[src/rtl/updn_pkg.sv]
package updn_pkg;

   typedef enum logic [1:0] {
      MD_LOAD = 2'b00,
      MD_UP   = 2'b01,
      MD_DOWN = 2'b10,
      MD_HOLD = 2'b11
   } updn_mode_e;

   function automatic logic is_count(updn_mode_e m);
      return (m == MD_UP) || (m == MD_DOWN);
   endfunction

endpackage

[src/rtl/updn_step.sv]
// Next-state value of the count register for the selected operation.
module updn_step #(
   parameter int W = 6
) (
   input  updn_pkg::updn_mode_e mode,
   input  logic [W-1:0]         cur,
   input  logic [W-1:0]         preset,
   input  logic                 adv,
   output logic [W-1:0]         nxt
);
   import updn_pkg::*;

   localparam logic [W-1:0] UNIT = W'(1);

   always_comb begin
      unique case (mode)
         MD_LOAD: nxt = preset;
         MD_UP:   nxt = adv ? cur + UNIT : cur;
         MD_DOWN: nxt = adv ? cur - UNIT : cur;
         default: nxt = cur;
      endcase
   end
endmodule

[src/rtl/updn_mark.sv]
// Flags a value that lies OFFSET steps short of the terminal value of the
// current counting direction. Zero outside the two count modes.
module updn_mark #(
   parameter int W      = 6,
   parameter int OFFSET = 0
) (
   input  updn_pkg::updn_mode_e mode,
   input  logic [W-1:0]         val,
   output logic                 hit
);
   import updn_pkg::*;

   localparam logic [W-1:0] ALL1   = '1;
   localparam logic [W-1:0] SHIFT  = W'(OFFSET);
   localparam logic [W-1:0] UP_TGT = ALL1 - SHIFT;
   localparam logic [W-1:0] DN_TGT = SHIFT;

   logic up_hit, dn_hit;

   generate
      if (OFFSET == 0) begin : g_terminal
         assign up_hit = &val;
         assign dn_hit = ~|val;
      end else begin : g_offset
         assign up_hit = (val == UP_TGT);
         assign dn_hit = (val == DN_TGT);
      end
   endgenerate

   always_comb begin
      unique case (mode)
         MD_UP:   hit = up_hit;
         MD_DOWN: hit = dn_hit;
         default: hit = 1'b0;
      endcase
   end
endmodule

[src/rtl/updn_cascade_stage.sv]
module updn_cascade_stage #(
   parameter int W = 6
) (
   input  logic         clk,
   input  logic         rst,
   input  logic [1:0]   mode,
   input  logic [W-1:0] preset,
   input  logic         cy_in_n,
   input  logic         la_in_n,
   output logic [W-1:0] count,
   output logic         cy_out_n,
   output logic         la_out_n
);
   import updn_pkg::*;

   generate
      if (W < 2) begin : g_bad_width
         $error("updn_cascade_stage: W must be at least 2");
      end
   endgenerate

   updn_mode_e   md;
   logic [W-1:0] cnt_q;
   logic [W-1:0] nxt;
   logic         cy_q;
   logic         la_q;
   logic         adv;
   logic         nxt_end;
   logic         cur_end;
   logic         cur_near;

   assign md  = updn_mode_e'(mode);
   assign adv = !cy_in_n && !la_q;

   updn_step #(.W(W)) u_step (
      .mode   (md),
      .cur    (cnt_q),
      .preset (preset),
      .adv    (adv),
      .nxt    (nxt)
   );

   updn_mark #(.W(W), .OFFSET(0)) u_mark_nxt (
      .mode (md),
      .val  (nxt),
      .hit  (nxt_end)
   );

   updn_mark #(.W(W), .OFFSET(0)) u_mark_end (
      .mode (md),
      .val  (cnt_q),
      .hit  (cur_end)
   );

   updn_mark #(.W(W), .OFFSET(1)) u_mark_near (
      .mode (md),
      .val  (cnt_q),
      .hit  (cur_near)
   );

   always_ff @(posedge clk or posedge rst) begin
      if (rst) begin
         cnt_q <= '0;
         cy_q  <= 1'b1;
         la_q  <= 1'b1;
      end else begin
         cnt_q <= nxt;
         cy_q  <= !(!la_in_n && nxt_end);
         la_q  <= la_in_n;
      end
   end

   assign count    = cnt_q;
   assign cy_out_n = cy_q;
   assign la_out_n = !(!la_in_n && (cy_in_n ? cur_end : cur_near));
endmodule

[config.mk]
export PLATFORM = sky130hd
export DESIGN_NAME = updn_cascade_stage
export DESIGN_NICKNAME = d
export VERILOG_FILES = /design/src/rtl/updn_pkg.sv /design/src/rtl/updn_step.sv /design/src/rtl/updn_mark.sv /design/src/rtl/updn_cascade_stage.sv
export SDC_FILE = /design/constraint.sdc
export NUM_CORES = 1
export LEC_CHECK = 0
export BUFFER_PORTS_ARGS = -buffer_cell sky130_fd_sc_hd__clkbuf_2
export CORE_AREA = 4 4 51 53
export CTS_CLUSTER_DIAMETER = 200
export DETAILED_ROUTE_END_ITERATION = 8
export DIE_AREA = 0 0 55 57
export GPL_ROUTABILITY_DRIVEN = 1
export RECOVER_POWER = 50
export SYNTH_ARGS = -nofsm -noshare
export SYNTH_HDL_FRONTEND = slang
export SYNTH_SLANG_ARGS = --single-unit
[constraint.sdc]
create_clock -name clk -period 1.85 [get_ports clk]
set_input_delay 0.185 -clock clk [delete_from_list [all_inputs] [get_ports clk]]
set_output_delay 0.185 -clock clk [all_outputs]
set_load 0.02 [all_outputs]
======== After elaboration in Yosys (flattened, before gate mapping) ========
Cells that the tools add are included.
word-level totals
  input port bits ......................... 12
  logic and storage cells ................. 31
  output and inout port bits .............. 8
  flip-flop bits (word level) ............. 8
cells by class
  reductions and logical operators ........ 15
  eq/ne operators ......................... 4
  add/sub/neg operators ................... 2
  multiplexer cells ....................... 7
operators with widths
  operator                                             count
  case mux 6 bit (3 select lines)                      1
  two-way mux 6 bit                                    2
  AND reduction 6 bit                                  2
  OR reduction 6 bit                                   2
  logical NOT 1 bit                                    7
  adder 6 x 1 -> 6 bit, second input constant          1
  equality test 6 x 1 -> 1 bit, second input constant  1
  equality test 6 bit, second input constant           1
  case mux 1 bit (2 select lines)                      3
  subtractor 6 x 1 -> 6 bit, second input constant     1
  logical AND 1 bit                                    3
  equality test 2 x 1 -> 1 bit, second input constant  1
  equality test 2 bit, second input constant           1
  logical NOT 2 bit                                    1
  two-way mux 1 bit                                    1

======== Logic depth before layout (Yosys ltp) ========
  word-level depth ........................ 9
  mapped depth ............................ 9
  gate-level depth less buffers ........... 8

======== Modules after synthesis ========
A second synthesis with hierarchy kept.
unflattened totals
  cells, all modules ...................... 100
  area total of the unflattened synthesis .. 818.3 um^2
modules (own cells, without submodules)
  module                       cells each  seq. area each (um^2)  times used  area an instance (um^2)
  updn_step                    60          0.0                    1           380.4
  updn_cascade_stage           13          202.7                  1           232.7
  updn_mark at u_mark_end ...  10          0.0                    2           73.8
  updn_mark at u_mark_near     7           0.0                    1           57.6

======== Worst setup path before layout ========
OpenSTA, ideal clock, no wires.
  kind .................................... flip-flop to flip-flop
  start ................................... register cnt_q[0], in the netlist count[0]
  end ..................................... register cy_q, in the netlist cy_out_n
  setup time .............................. 77 ps
  cell stages (with the launch flop) ...... 8
  path buffers ............................ 0
  setup slack ............................. -338 ps
  period minus slack after synthesis ...... 2188 ps
  data arrival time ....................... 2111 ps
  data required time ...................... 1773 ps
  cell sequence ........................... dfrtp_1 > ha_1 > or3b_1 > a21o_1 > a222oi_1 > nand4bb_1 > nor4_1 > a31oi_1
between the ends
  word-level cells in the longest chain between the ends .. 8
  elaborated cells on any way between the ends .. 11
  those cells by class .................... 2 x add/sub; 4 x mux; 5 x reduce/logical
RTL lines
  what                                                               RTL line                          source
  start, declared                                                    updn_cascade_stage.sv:23          logic [W-1:0] cnt_q;
  start signal, assigned                                             updn_cascade_stage.sv:67          cnt_q <= nxt;
  subtractor 6 x 1 -> 6 bit or adder 6 x 1 -> 6 bit (tied branches)  updn_step.sv:19, updn_step.sv:18
  two-way mux 6 bit, on equally long branches                        updn_step.sv:19, updn_step.sv:18
  case mux 6 bit (3 select lines) (*)                                updn_step.sv:16                   unique case (mode)
  OR reduction 6 bit                                                 updn_mark.sv:23                   assign dn_hit = ~|val;
  logical NOT 1 bit                                                  updn_mark.sv:23
  case mux 1 bit (2 select lines) (*)                                updn_mark.sv:31                   unique case (mode)
  logical AND 1 bit (*)                                              updn_cascade_stage.sv:68          cy_q <= !(!la_in_n && nxt_end);
  logical NOT 1 bit (*)                                              updn_cascade_stage.sv:68
  end signal, assigned                                               updn_cascade_stage.sv:68
  end, declared                                                      updn_cascade_stage.sv:25          logic cy_q;
Every way passes the cells marked *; elsewhere a longest branch is shown, timed or not.

======== Worst setup path after layout ========
Ends and elaborated chain as after synthesis.

==> results.md <==
- Status: finished, violations left
- Failing checks: setup timing
- Synth Area in Simple Gates: 0.2757
- Final instance area: around 1200 sq um
- Hold_sp: la_in_n
- Asr flop ratio synth: 1.000
- Syn nets: ~130
- Final hold vios: 0
- Vias/cell: 5.561
- CTS tree: yes
- Mean Syn Cell Area: 8.073 sq um
- Seq/Total Area, Yosys: 0.2414
- Max-cap violations: 0
- Number of flops mapped to enable cells by yosys: 0
- Number of setup violations in the final report: 3
- Final WL: 2584 um
- Detailed placer's ending HPWL: about 2000 um
- Worst Hold Depth: 1
- Hold Path Sink: la_q
- Antenna violations before repair: 0
- Area leader, netlist: dfrtp_1
- Rel. slew slack: 0.6892
- Mux contribution to synthesized area: 0.06110
- Final Non-Filler Cells: between 150 and 200
- Achievable frequency: between 400 and 500 MHz
- Placed cells: roughly 160
- Crit-path max FO: 4
- Grt ovf: 0
- Gr usage total: 0.1829
- Setup CP Type: reg -> reg
- Clk_skew: around 0.010 ns
- Post-synth top cells: 12 x nand2_1, 11 x inv_1, 9 x ha_1
- CP arrival: around 2.2 ns
- Post-synthesis xor/xnor area fraction: 0
- Setup_tns: -0.3309 ns
- WL/cell: ~15 um
- Die height: 57 um
- Mapped Cells: about 100
- Period utilization: 1.103
- Synth Area in Adders: 0.1341
- Reg2Reg Setup Slack: -0.19 ns
- Top cell type's share of synthesized area: 0.1788
- Critical Path Source Type: flip-flop
- Sink Count: 8
- Via count: between 900 and 1000
- #FFs+latches synth: 8
- Critical path capture point type: flip-flop
- I/O pin count: 20
- Power Density: 612.8 nW/um^2
- Residual DRC: 0
- TritonCTS buffer count: 3
- Worst vdd ir: 0.0003661 V
- Max H-tree Level: 1
- Synth Area in Compound Gates: 0.2057
- Fin. max-slew vios: 0
- Post-synth top flop: dfrtp_1
- Synth area leaders: dfrtp_1 18%, ha_1 13%, dfstp_2 6.3%, nand2_1 5.4%, inv_1 4.9%
- Worst Tran Pin Value: ~0.46 ns
- Synth warn: 0
- Drt first pass iters: 4
- Worst r2r dst: cy_out_n
- Static Leak: between 0.5 and 0.6 nW
- Worst R2R Start: count[0]
- Number of global-route vias before repair: between 900 and 1000
- Most common cell in the netlist: nand2_1
- Chip width: 55 um
- Largest net degree at the start of global routing: 12
- Main combinational cell family by area after synthesis: simple AND/OR/NAND/NOR gates
- Syn-to-layout area delta: 43.67%
- Required time of the critical path: 2.04 ns
- Inserted Diodes: 0
- CTS max path bufs: 2
- Nets: roughly 170
- Share of cells above drive strength 1: 0.4196
- Post-Syn Area: roughly 840 sq um
- Iteration-0 DRC Markers: between 40 and 50
- Tmin final: 2.040 ns
- RSZ-0062 raised after global routing: true
- R2R depth: 9
- ANT nets after route: 0
- Placed instance area: roughly 1100 sq um
- Core Area: 2148 sq um
- Clock Tree Root: clkbuf_4
- RePlAce Congestion: 0.8952
- Clk pin slew, worst setup/hold paths: about 0.06 ns
- Post-layout util: 0.5614
- First-pass GRT wire length: roughly 4100 um
- Count of cell types in the netlist: 39
- Hold_ws: 0.01115 ns
- I/O Buffers: 19
- Full die area: 3135 sq um
- Clock latency on the worst-skew pair: approximately 0.28 ns
- Hold/Removal Path Class: in -> reg
- Num rows: 17
- Worst Slack Setup Final: -0.1903 ns
- Starting Density: 0.3908
-- worst max-delay path, cell delays in order, from the launching register on --
cell,delay [ns]
dfrtp_2,0.44
inv_2,0.09
ha_4,0.13
nor3b_4,0.22
mux2_4,0.32
a222oi_1,0.23
buf_4,0.18
nand4bb_1,0.14
nor4_2,0.05
a31oi_1,0.16
-- layout make-up --
cell class                      instances  area (sq um)
Sequential cell                         8         205.2
Multi-Input combinational cell         80         639.4
Inverter                               11         41.29
Timing Repair Buffer                   40         259.0
Clock buffer                            4         26.28
Tap cell                               28         35.03
Fill cell                             204         942.2
-- power by group --
group / switching, mW / internal [mW]
clock network: 0.0735 / 0.0834
logic: 0.172 / 0.178
registers: 0.0367 / 0.195
total: 0.282 / 0.457
-- sequential cells by signal, indices dropped and copies added, names as in the netlist --
signal and count:
count 6, cy_out_n 1, la_q 1
-- kinds of logic after synthesis --
logic type	after synthesis
DFF	8
AOI/OAI and AO/OA	25
adders and majority gates	9
muxes	5
buffers and inverters	16
and+or+nand+nor	41
-- worst max-delay path by stage --
stage,start,end,slack [ns],cells past startpoint
2_1_floorplan,count[0],cy_out_n,-0.13,7
3_3_place_gp,count[0],cy_out_n,-0.12,8
3_5_place_dp,count[0],cy_out_n,-0.22,8
4_1_cts,count[0],cy_out_n,-0.17,9
5_1_grt,count[0],cy_out_n,-0.29,9
6_report,count[0],cy_out_n,-0.19,9
-- stage by stage --
step | worst slack, ns | power, mW
floorplan | -0.1331 | 0.4014
global placement | -0.1160 | 0.5178
detailed placement | -0.2209 | 0.5258
CTS | -0.1652 | 0.7141
global route | -0.2856 | 0.7879
finish | -0.1903 | 0.7391
-- layer usage --
metal | GRT usage | vias to the layer above | part of all wire
li1 | - | 455 | -
met3 | 0.02350 | 11 | 0.057
met5 | 0 | - | 0
met1 | 0.2201 | 446 | 0.43
met4 | 0.1319 | 0 | 0.035
met2 | 0.2889 | 39 | 0.48
-- cell usage in the layout (no fill, tap or decap), types with 2 or more instances in the layout --
| cell | Yosys | layout |
|---|---|---|
| a21oi_1 | 3 | 3 |
| a41oi_1 | 2 | 2 |
| buf_4 | 0 | 20 |
| clkbuf_1 | 3 | 3 |
| clkbuf_2 | 0 | 16 |
| clkbuf_4 | 0 | 3 |
| dfrtp_1 | 6 | 4 |
| dfrtp_2 | 0 | 2 |
| dfstp_2 | 2 | 2 |
| ha_1 | 9 | 5 |
| ha_4 | 0 | 3 |
| inv_1 | 11 | 9 |
| inv_2 | 0 | 2 |
| mux2i_1 | 4 | 3 |
| nand2_1 | 12 | 12 |
| nand3_1 | 3 | 3 |
| nor2_1 | 7 | 7 |
| nor3_1 | 4 | 4 |
| nor4_1 | 3 | 2 |
| o21ai_0 | 8 | 7 |
| o31ai_1 | 2 | 2 |
-- what timing repair did --
item / 4_1_cts / 5_1_grt
endpoints found under the hold margin: 6 / 0
setup buffers: 3 / 3
pin swaps: 2 / 4
hold buffers: 1 / 0
endpoints found under the setup margin: 2 / 3
gates resized for setup: 6 / 8
Note: power is estimated with default switching activity, not from simulation.
